## config.mk

```make
export PLATFORM = sky130hd
export DESIGN_NAME = txd_engine
export DESIGN_NICKNAME = d
export VERILOG_FILES = /design/src/rtl/txd_pkg.sv /design/src/rtl/txd_regs.sv /design/src/rtl/txd_ring_ptr.sv /design/src/rtl/txd_engine.sv
export SDC_FILE = /design/constraint.sdc
export NUM_CORES = 1
export LEC_CHECK = 0
export CORE_ASPECT_RATIO = 1.2
export CORE_MARGIN = 2
export CORE_UTILIZATION = 60
export CTS_CLUSTER_SIZE = 14
export DETAILED_ROUTE_END_ITERATION = 6
export DONT_BUFFER_PORTS = 1
export GPL_TIMING_DRIVEN = 1
export PLACE_DENSITY = 0.72
export SLEW_MARGIN = 5
export SYNTH_ARGS = -nofsm -noshare
export SYNTH_HDL_FRONTEND = slang
export SYNTH_SLANG_ARGS = --single-unit
```

## constraint.sdc

```tcl
create_clock -name clk -period 10.8 [get_ports clk]
set_clock_uncertainty 0.15 [all_clocks]
set_input_delay 0.54 -clock clk [delete_from_list [all_inputs] [get_ports clk]]
set_output_delay 0.54 -clock clk [all_outputs]
set_load 0.1 [all_outputs]
```

## src/rtl/txd_pkg.sv

```systemverilog
package txd_pkg;

  typedef enum logic [3:0] {
    ST_IDLE,
    ST_RD_STAT,
    ST_RD_CTRL,
    ST_RD_BUF,
    ST_RD_LINK,
    ST_RD_WORD,
    ST_STREAM,
    ST_WAIT_MAC,
    ST_WRBACK
  } txd_state_e;

  // descriptor bit positions (shared with software)
  localparam int OWN_BIT    = 31;
  localparam int LEN_W      = 11;
  localparam int FIRST_BIT  = 29;
  localparam int LAST_BIT   = 30;
  localparam int EOR_BIT    = 25;
  localparam int CHAIN_BIT  = 24;
  localparam int ABORT_BIT  = 15;
  localparam int LATE_BIT   = 9;
  localparam int EXCESS_BIT = 8;
  localparam int COLL_LSB   = 3;
  localparam int UNDER_BIT  = 1;
  localparam int START_BIT  = 13;
  localparam int DESC_BYTES = 16;

  localparam logic [1:0] REG_BASE = 2'd0;
  localparam logic [1:0] REG_POLL = 2'd1;
  localparam logic [1:0] REG_CTRL = 2'd2;

  function automatic logic [7:0] byte_lane(input logic [31:0] w, input logic [1:0] idx);
    return w[{idx, 3'b000} +: 8];
  endfunction

  function automatic logic [31:0] pack_status(input logic abort, input logic late,
                                              input logic excess, input logic [3:0] coll,
                                              input logic under);
    logic [31:0] s;
    s = '0;
    s[ABORT_BIT]             = abort;
    s[LATE_BIT]              = late;
    s[EXCESS_BIT]            = excess;
    s[COLL_LSB +: 4]         = coll;
    s[UNDER_BIT]             = under;
    return s;
  endfunction

endpackage

```

## src/rtl/txd_regs.sv

```systemverilog
module txd_regs
  import txd_pkg::*;
#(
  parameter int ADDR_W = 32
) (
  input  logic              clk,
  input  logic              rst,
  input  logic              reg_wr,
  input  logic [1:0]        reg_addr,
  input  logic [31:0]       reg_wdata,
  output logic [ADDR_W-1:0] ring_base,
  output logic              base_load,
  output logic              poll,
  output logic              run
);

  always_ff @(posedge clk) begin
    if (rst) begin
      ring_base <= '0;
      base_load <= 1'b0;
      poll      <= 1'b0;
      run       <= 1'b0;
    end else begin
      base_load <= reg_wr && (reg_addr == REG_BASE);
      poll      <= reg_wr && (reg_addr == REG_POLL);
      if (reg_wr && (reg_addr == REG_BASE)) ring_base <= reg_wdata[ADDR_W-1:0];
      if (reg_wr && (reg_addr == REG_CTRL)) run <= reg_wdata[START_BIT];
    end
  end

endmodule

```

## src/rtl/txd_ring_ptr.sv

```systemverilog
module txd_ring_ptr
  import txd_pkg::*;
#(
  parameter int ADDR_W = 32
) (
  input  logic              clk,
  input  logic              rst,
  input  logic [ADDR_W-1:0] ring_base,
  input  logic              base_load,
  input  logic              advance,
  input  logic              eor,
  input  logic              chained,
  input  logic [ADDR_W-1:0] link_addr,
  output logic [ADDR_W-1:0] cur_ptr,
  output logic [ADDR_W-1:0] nxt_ptr
);

  localparam logic [ADDR_W-1:0] STEP = ADDR_W'(DESC_BYTES);

  // end-of-ring takes priority over the link word
  always_comb begin
    if (eor)          nxt_ptr = ring_base;
    else if (chained) nxt_ptr = link_addr;
    else              nxt_ptr = cur_ptr + STEP;
  end

  always_ff @(posedge clk) begin
    if (rst)            cur_ptr <= '0;
    else if (base_load) cur_ptr <= ring_base;
    else if (advance)   cur_ptr <= nxt_ptr;
  end

endmodule

```

## src/rtl/txd_engine.sv

```systemverilog
module txd_engine
  import txd_pkg::*;
#(
  parameter int ADDR_W = 32
) (
  input  logic              clk,
  input  logic              rst,
  input  logic              reg_wr,
  input  logic [1:0]        reg_addr,
  input  logic [31:0]       reg_wdata,
  output logic              mem_req,
  output logic              mem_we,
  output logic [ADDR_W-1:0] mem_addr,
  output logic [31:0]       mem_wdata,
  input  logic              mem_ack,
  input  logic [31:0]       mem_rdata,
  output logic              tx_valid,
  output logic [7:0]        tx_data,
  output logic              tx_sof,
  output logic              tx_eof,
  input  logic              tx_ready,
  input  logic              mac_done,
  input  logic              mac_abort,
  input  logic [3:0]        mac_coll,
  input  logic              mac_late,
  input  logic              mac_excess,
  input  logic              mac_under
);

  localparam logic [ADDR_W-1:0] OFS_CTRL = ADDR_W'(4);
  localparam logic [ADDR_W-1:0] OFS_BUF  = ADDR_W'(8);
  localparam logic [ADDR_W-1:0] OFS_LINK = ADDR_W'(12);

  logic [ADDR_W-1:0] ring_base, cur_ptr, nxt_ptr, link_q;
  logic              base_load, poll, run, advance;
  logic [ADDR_W-3:0] buf_q;
  logic [LEN_W-1:0]  len_q, sent_q, sent_n, len_m1;
  logic              first_q, last_q, eor_q, chain_q;
  logic [31:0]       word_q, wb_status;
  logic [ADDR_W-1:0] word_addr_n;
  txd_state_e        state;

  txd_regs #(.ADDR_W(ADDR_W)) u_regs (
    .clk(clk), .rst(rst), .reg_wr(reg_wr), .reg_addr(reg_addr), .reg_wdata(reg_wdata),
    .ring_base(ring_base), .base_load(base_load), .poll(poll), .run(run)
  );

  txd_ring_ptr #(.ADDR_W(ADDR_W)) u_ptr (
    .clk(clk), .rst(rst), .ring_base(ring_base), .base_load(base_load),
    .advance(advance), .eor(eor_q), .chained(chain_q), .link_addr(link_q),
    .cur_ptr(cur_ptr), .nxt_ptr(nxt_ptr)
  );

  assign advance     = (state == ST_WRBACK) && mem_ack;
  assign sent_n      = sent_q + LEN_W'(1);
  assign len_m1      = len_q - LEN_W'(1);
  assign word_addr_n = {buf_q, 2'b00} + ADDR_W'({sent_n[LEN_W-1:2], 2'b00});
  assign wb_status   = pack_status(mac_abort, mac_late, mac_excess, mac_coll, mac_under);

  always_ff @(posedge clk) begin
    if (rst) begin
      state     <= ST_IDLE;
      mem_req   <= 1'b0;
      mem_we    <= 1'b0;
      mem_addr  <= '0;
      mem_wdata <= '0;
      tx_valid  <= 1'b0;
      tx_data   <= '0;
      tx_sof    <= 1'b0;
      tx_eof    <= 1'b0;
      len_q     <= '0;
      sent_q    <= '0;
      first_q   <= 1'b0;
      last_q    <= 1'b0;
      eor_q     <= 1'b0;
      chain_q   <= 1'b0;
      buf_q     <= '0;
      link_q    <= '0;
      word_q    <= '0;
    end else begin
      case (state)
        ST_IDLE: begin
          if (poll && run) begin
            mem_req  <= 1'b1;
            mem_we   <= 1'b0;
            mem_addr <= cur_ptr;
            state    <= ST_RD_STAT;
          end
        end
        ST_RD_STAT: begin
          if (mem_ack) begin
            if (mem_rdata[OWN_BIT]) begin
              mem_addr <= cur_ptr + OFS_CTRL;
              state    <= ST_RD_CTRL;
            end else begin
              mem_req <= 1'b0;
              state   <= ST_IDLE;
            end
          end
        end
        ST_RD_CTRL: begin
          if (mem_ack) begin
            len_q    <= mem_rdata[LEN_W-1:0];
            first_q  <= mem_rdata[FIRST_BIT];
            last_q   <= mem_rdata[LAST_BIT];
            eor_q    <= mem_rdata[EOR_BIT];
            chain_q  <= mem_rdata[CHAIN_BIT];
            mem_addr <= cur_ptr + OFS_BUF;
            state    <= ST_RD_BUF;
          end
        end
        ST_RD_BUF: begin
          if (mem_ack) begin
            buf_q    <= mem_rdata[ADDR_W-1:2];
            mem_addr <= cur_ptr + OFS_LINK;
            state    <= ST_RD_LINK;
          end
        end
        ST_RD_LINK: begin
          if (mem_ack) begin
            link_q   <= mem_rdata[ADDR_W-1:0];
            sent_q   <= '0;
            mem_addr <= {buf_q, 2'b00};
            state    <= ST_RD_WORD;
          end
        end
        ST_RD_WORD: begin
          if (mem_ack) begin
            word_q   <= mem_rdata;
            mem_req  <= 1'b0;
            tx_valid <= 1'b1;
            tx_data  <= byte_lane(mem_rdata, sent_q[1:0]);
            tx_sof   <= first_q && (sent_q == '0);
            tx_eof   <= last_q && (sent_q == len_m1);
            state    <= ST_STREAM;
          end
        end
        ST_STREAM: begin
          if (tx_ready) begin
            sent_q <= sent_n;
            if (sent_n == len_q) begin
              tx_valid <= 1'b0;
              tx_sof   <= 1'b0;
              tx_eof   <= 1'b0;
              if (last_q) begin
                state <= ST_WAIT_MAC;
              end else begin
                mem_req   <= 1'b1;
                mem_we    <= 1'b1;
                mem_addr  <= cur_ptr;
                mem_wdata <= '0;
                state     <= ST_WRBACK;
              end
            end else if (sent_n[1:0] == 2'b00) begin
              tx_valid <= 1'b0;
              tx_sof   <= 1'b0;
              tx_eof   <= 1'b0;
              mem_req  <= 1'b1;
              mem_addr <= word_addr_n;
              state    <= ST_RD_WORD;
            end else begin
              tx_data <= byte_lane(word_q, sent_n[1:0]);
              tx_sof  <= 1'b0;
              tx_eof  <= last_q && (sent_n == len_m1);
            end
          end
        end
        ST_WAIT_MAC: begin
          if (mac_done) begin
            mem_req   <= 1'b1;
            mem_we    <= 1'b1;
            mem_addr  <= cur_ptr;
            mem_wdata <= wb_status;
            state     <= ST_WRBACK;
          end
        end
        ST_WRBACK: begin
          if (mem_ack) begin
            mem_we    <= 1'b0;
            mem_wdata <= '0;
            if (run) begin
              mem_addr <= nxt_ptr;
              state    <= ST_RD_STAT;
            end else begin
              mem_req <= 1'b0;
              state   <= ST_IDLE;
            end
          end
        end
        default: state <= ST_IDLE;
      endcase
    end
  end

endmodule

```

==> results.toml <==
[yosys]
yosysTopAreaCell = "dfxtp_1"
synth_top_area_share_pct = 33.1
synth-compound-area-share_pct = 23.3
synth_area_um2 = 14800
synth.area.mux_share_pct = 3.53
ys_seq_area_share_pct = 33.1
synth-adder-area-share_pct = 1.80
yosysMostFrequentCell = "nand2_1"
yosys.area_share.simple_pct = 23.6
synthFlopType = "dfxtp_1"
synthCells = 2002
synth-seq-cells = 244
synth-edff-count = 0
synth_common_cells = "418 x nand2_1, 260 x a21oi_1, 244 x dfxtp_1"
postSynthAreaPerCell_um2 = 7.38
async_flop_share_pct = 0
ys_types = 81
synth_xor_area_share_pct = 8.13
yosys_warnings = 0
synth_top_family_by_area = "simple AND/OR/NAND/NOR gates"
synth_area_leaders = "dfxtp_1 33%, nand2_1 11%, a21oi_1 8.8%"

[route]
routed_wl_mm = 56.5
wl_per_cell_um = 24.4
num_vias = 15200
drc = 0
drtIter0Drc = 2038
vias_per_cell = 6.57
ant_nets = 0
first_pass_iters = 6

[clocking]
cts_resized = 0
cts_root_buf = "clkbuf_16"
clk_pin_slew_worst_paths_ns = 0.07
worstSkewPairLatency_ns = 0.56
clock-sinks = 244
cts_inserted_buffers = 26
tritoncts = "done"
clk_path_buf_depth = 3
postCtsSetupBuffers = 0
htree_levels = 1

[power]
power_leakage_nw = 5.55
power_density_nw_per_um2 = 182
ir_worst_vdd_v = 0.000139

[critical_path]
crit_required_ns = 11.10
worst_ep_arrival_time_ns = 5.08
end_kind = "flop"
crit_chain = "ha_1 -> inv_2 -> nor4_1 -> xor2_1 -> ha_1 -> nand2_1 -> a2111oi_0 -> o31ai_1 -> or4_1 -> xor2_1 -> o221ai_1 -> o221a_2"
cp_max_fo = 15
ff2ff_setup_slack_ns = 6.02
crit_start = "sent_q[1]"
cp_slowest_cell = "dfxtp_1"
cp-endpoint = "mem_addr[28]"
r2r_cells = 12
start_kind = "flop"
r2r-end = "mem_addr[28]"
critical_path_class = "flop to flop"
r2r-start = "sent_q[1]"
max_stage_delay_ns = 0.83

[global_routing]
grt_pass1_vias = 13800
grt-ovfl-total = 0
grt_max_degree = 215
grt_usage_pct = 42.4
grt_pass1_wl_mm = 84.7
antenna_found_initial = 9

[sta]
relSlewSlack_pct = 13.2
grt_setup_unrepaired = "no"
worst_pin_slew_ns = 1.29
hold-worst-slack_ns = 0.0258
fin_crit_sh_pct = 44.3
fin_crit_ns = 4.78
setup_viol = 0
max_freq_ghz = 0.209
setup_slack_ns = 6.02
slew_violations = 0
hold_violations = 0
tns_ns = 0

[hold_path]
hold_class = "input pin to flop"

[floorplanning]
start_util_pct = 61.4
core_area_um2 = 24000
rows = 62
fp.dieH_um = 176
die_width_um = 147
io_pins = 157
die_area_um2 = 25900

[job]
max_cap_viol_count = 0

[final_layout]
stdcell_count = 2312
synthToLayoutAreaGrowth_pct = 10.6
multiInputGateArea_um2 = 9030
fill_cells = 2106
drive_gt1_share_pct = 5.65
final_nets = 2062
register_area_um2 = 4890

[placement]
preCtsSetupSlack_ns = 6.11
io_buffers = 0
dp.final_hpwl_mm = 37.8
gp_congestion = 1.01
placedCellCount = 2178

[outcome]
status = "finished, final reports clean"
routing by layer:
metal | routed length (µm) | vias up | GRT usage (%)
li1 | - | 6934 | -
met1 | 21200 | 7063 | 54.0
met2 | 24600 | 968 | 65.3
met3 | 6550 | 216 | 10.2
met4 | 4140 | 2 | 25.8
met5 | 15 | - | 0
metrics by stage:
step	utilization [%]	power [mW]	cell area, µm²
after global placement	60.8	1.95	14600
after global routing	67.9	3.05	16300
final	67.9	2.97	16300
after CTS	67.8	2.94	16300
after detailed placement	60.8	1.96	14600
after floorplan	-	1.80	14900
state kept, by name, summed over array words and instances, names as in the netlist, 4 cells and up:
register          flops
word_q               32
link_q               32
state                 4
mem_wdata             8
mem_addr             32
u_regs.ring_base     32
sent_q               11
tx_data               8
buf_q                30
u_ptr.cur_ptr        32
len_q                11
placed cells by master (no fill, tap or decap), types with 14 or more instances in the layout:
| cell | netlist | routed |
|---|---|---|
| a211oi_1 | 34 | 34 |
| a21oi_1 | 260 | 260 |
| a221oi_1 | 22 | 22 |
| a22oi_1 | 14 | 14 |
| buf_4 | 28 | 26 |
| clkbuf_16 | 0 | 26 |
| conb_1 | 1 | 24 |
| dfxtp_1 | 244 | 243 |
| dlygate4sd3_1 | 0 | 75 |
| ha_1 | 18 | 18 |
| inv_1 | 26 | 26 |
| mux2i_1 | 15 | 15 |
| mux4_2 | 16 | 16 |
| nand2_1 | 418 | 418 |
| nand3_1 | 54 | 54 |
| nand4_1 | 22 | 22 |
| nor2_1 | 167 | 167 |
| nor3_1 | 45 | 43 |
| nor4_1 | 19 | 19 |
| o21ai_0 | 83 | 83 |
| o22ai_1 | 17 | 17 |
| xnor2_1 | 79 | 79 |
| xor2_1 | 53 | 53 |
how the worst min path moves through the flow:
stage	start	cells after the start	endpoint
detailed placement	word_q[28]	2	word_q[28]
global route	mem_rdata[22]	2	link_q[22]
CTS	mem_rdata[22]	2	link_q[22]
floorplan	first_q	2	first_q
global placement	word_q[1]	2	word_q[1]
finish	mem_rdata[22]	2	link_q[22]
report_power, final:
part | internal, mW | switching [mW] | total, mW
logic | 0.206 | 0.457 | 0.663
registers | 0.980 | 0.373 | 1.35
clock network | 0.550 | 0.400 | 0.950
worst max-delay path: cells and delay by family (launching register included):
family	cells	cell delay, ns
buffers and inverters	1	0.18
xor gates and xnor gates	2	0.37
and+or+nand+nor	3	1.03
AOI/OAI and AO/OA	4	1.24
adders and majority gates	2	0.87
DFF	1	0.83
layout make-up:
cell class | count | area share, %
clock buffers | 33 | 4.45
diodes | 10 | 0.153
multi-input cells | 1559 | 55.3
inverters | 29 | 0.667
flip-flops and latches | 244 | 29.9
clock inverters | 15 | 1.07
well taps | 320 | 2.45
repair buffers | 102 | 5.96
logic make-up (layout without fill, tap and decap cells):
family / count (synthesis) / count (layout)
other: 1 / 34
buffers and inverters: 222 / 179
AO/OA/AOI/OAI: 549 / 549
AND/OR/NAND/NOR: 800 / 800
adder cells (fa/ha/maj): 20 / 20
flip-flops: 244 / 244
multiplexers: 32 / 32
XOR/XNOR: 134 / 134
what timing repair did:
item / CTS / global route
endpoints found under the setup margin: 0 / 0
endpoints found under the hold margin: 215 / 0
hold buffers: 76 / 0
(Power assumes the default switching activity.)
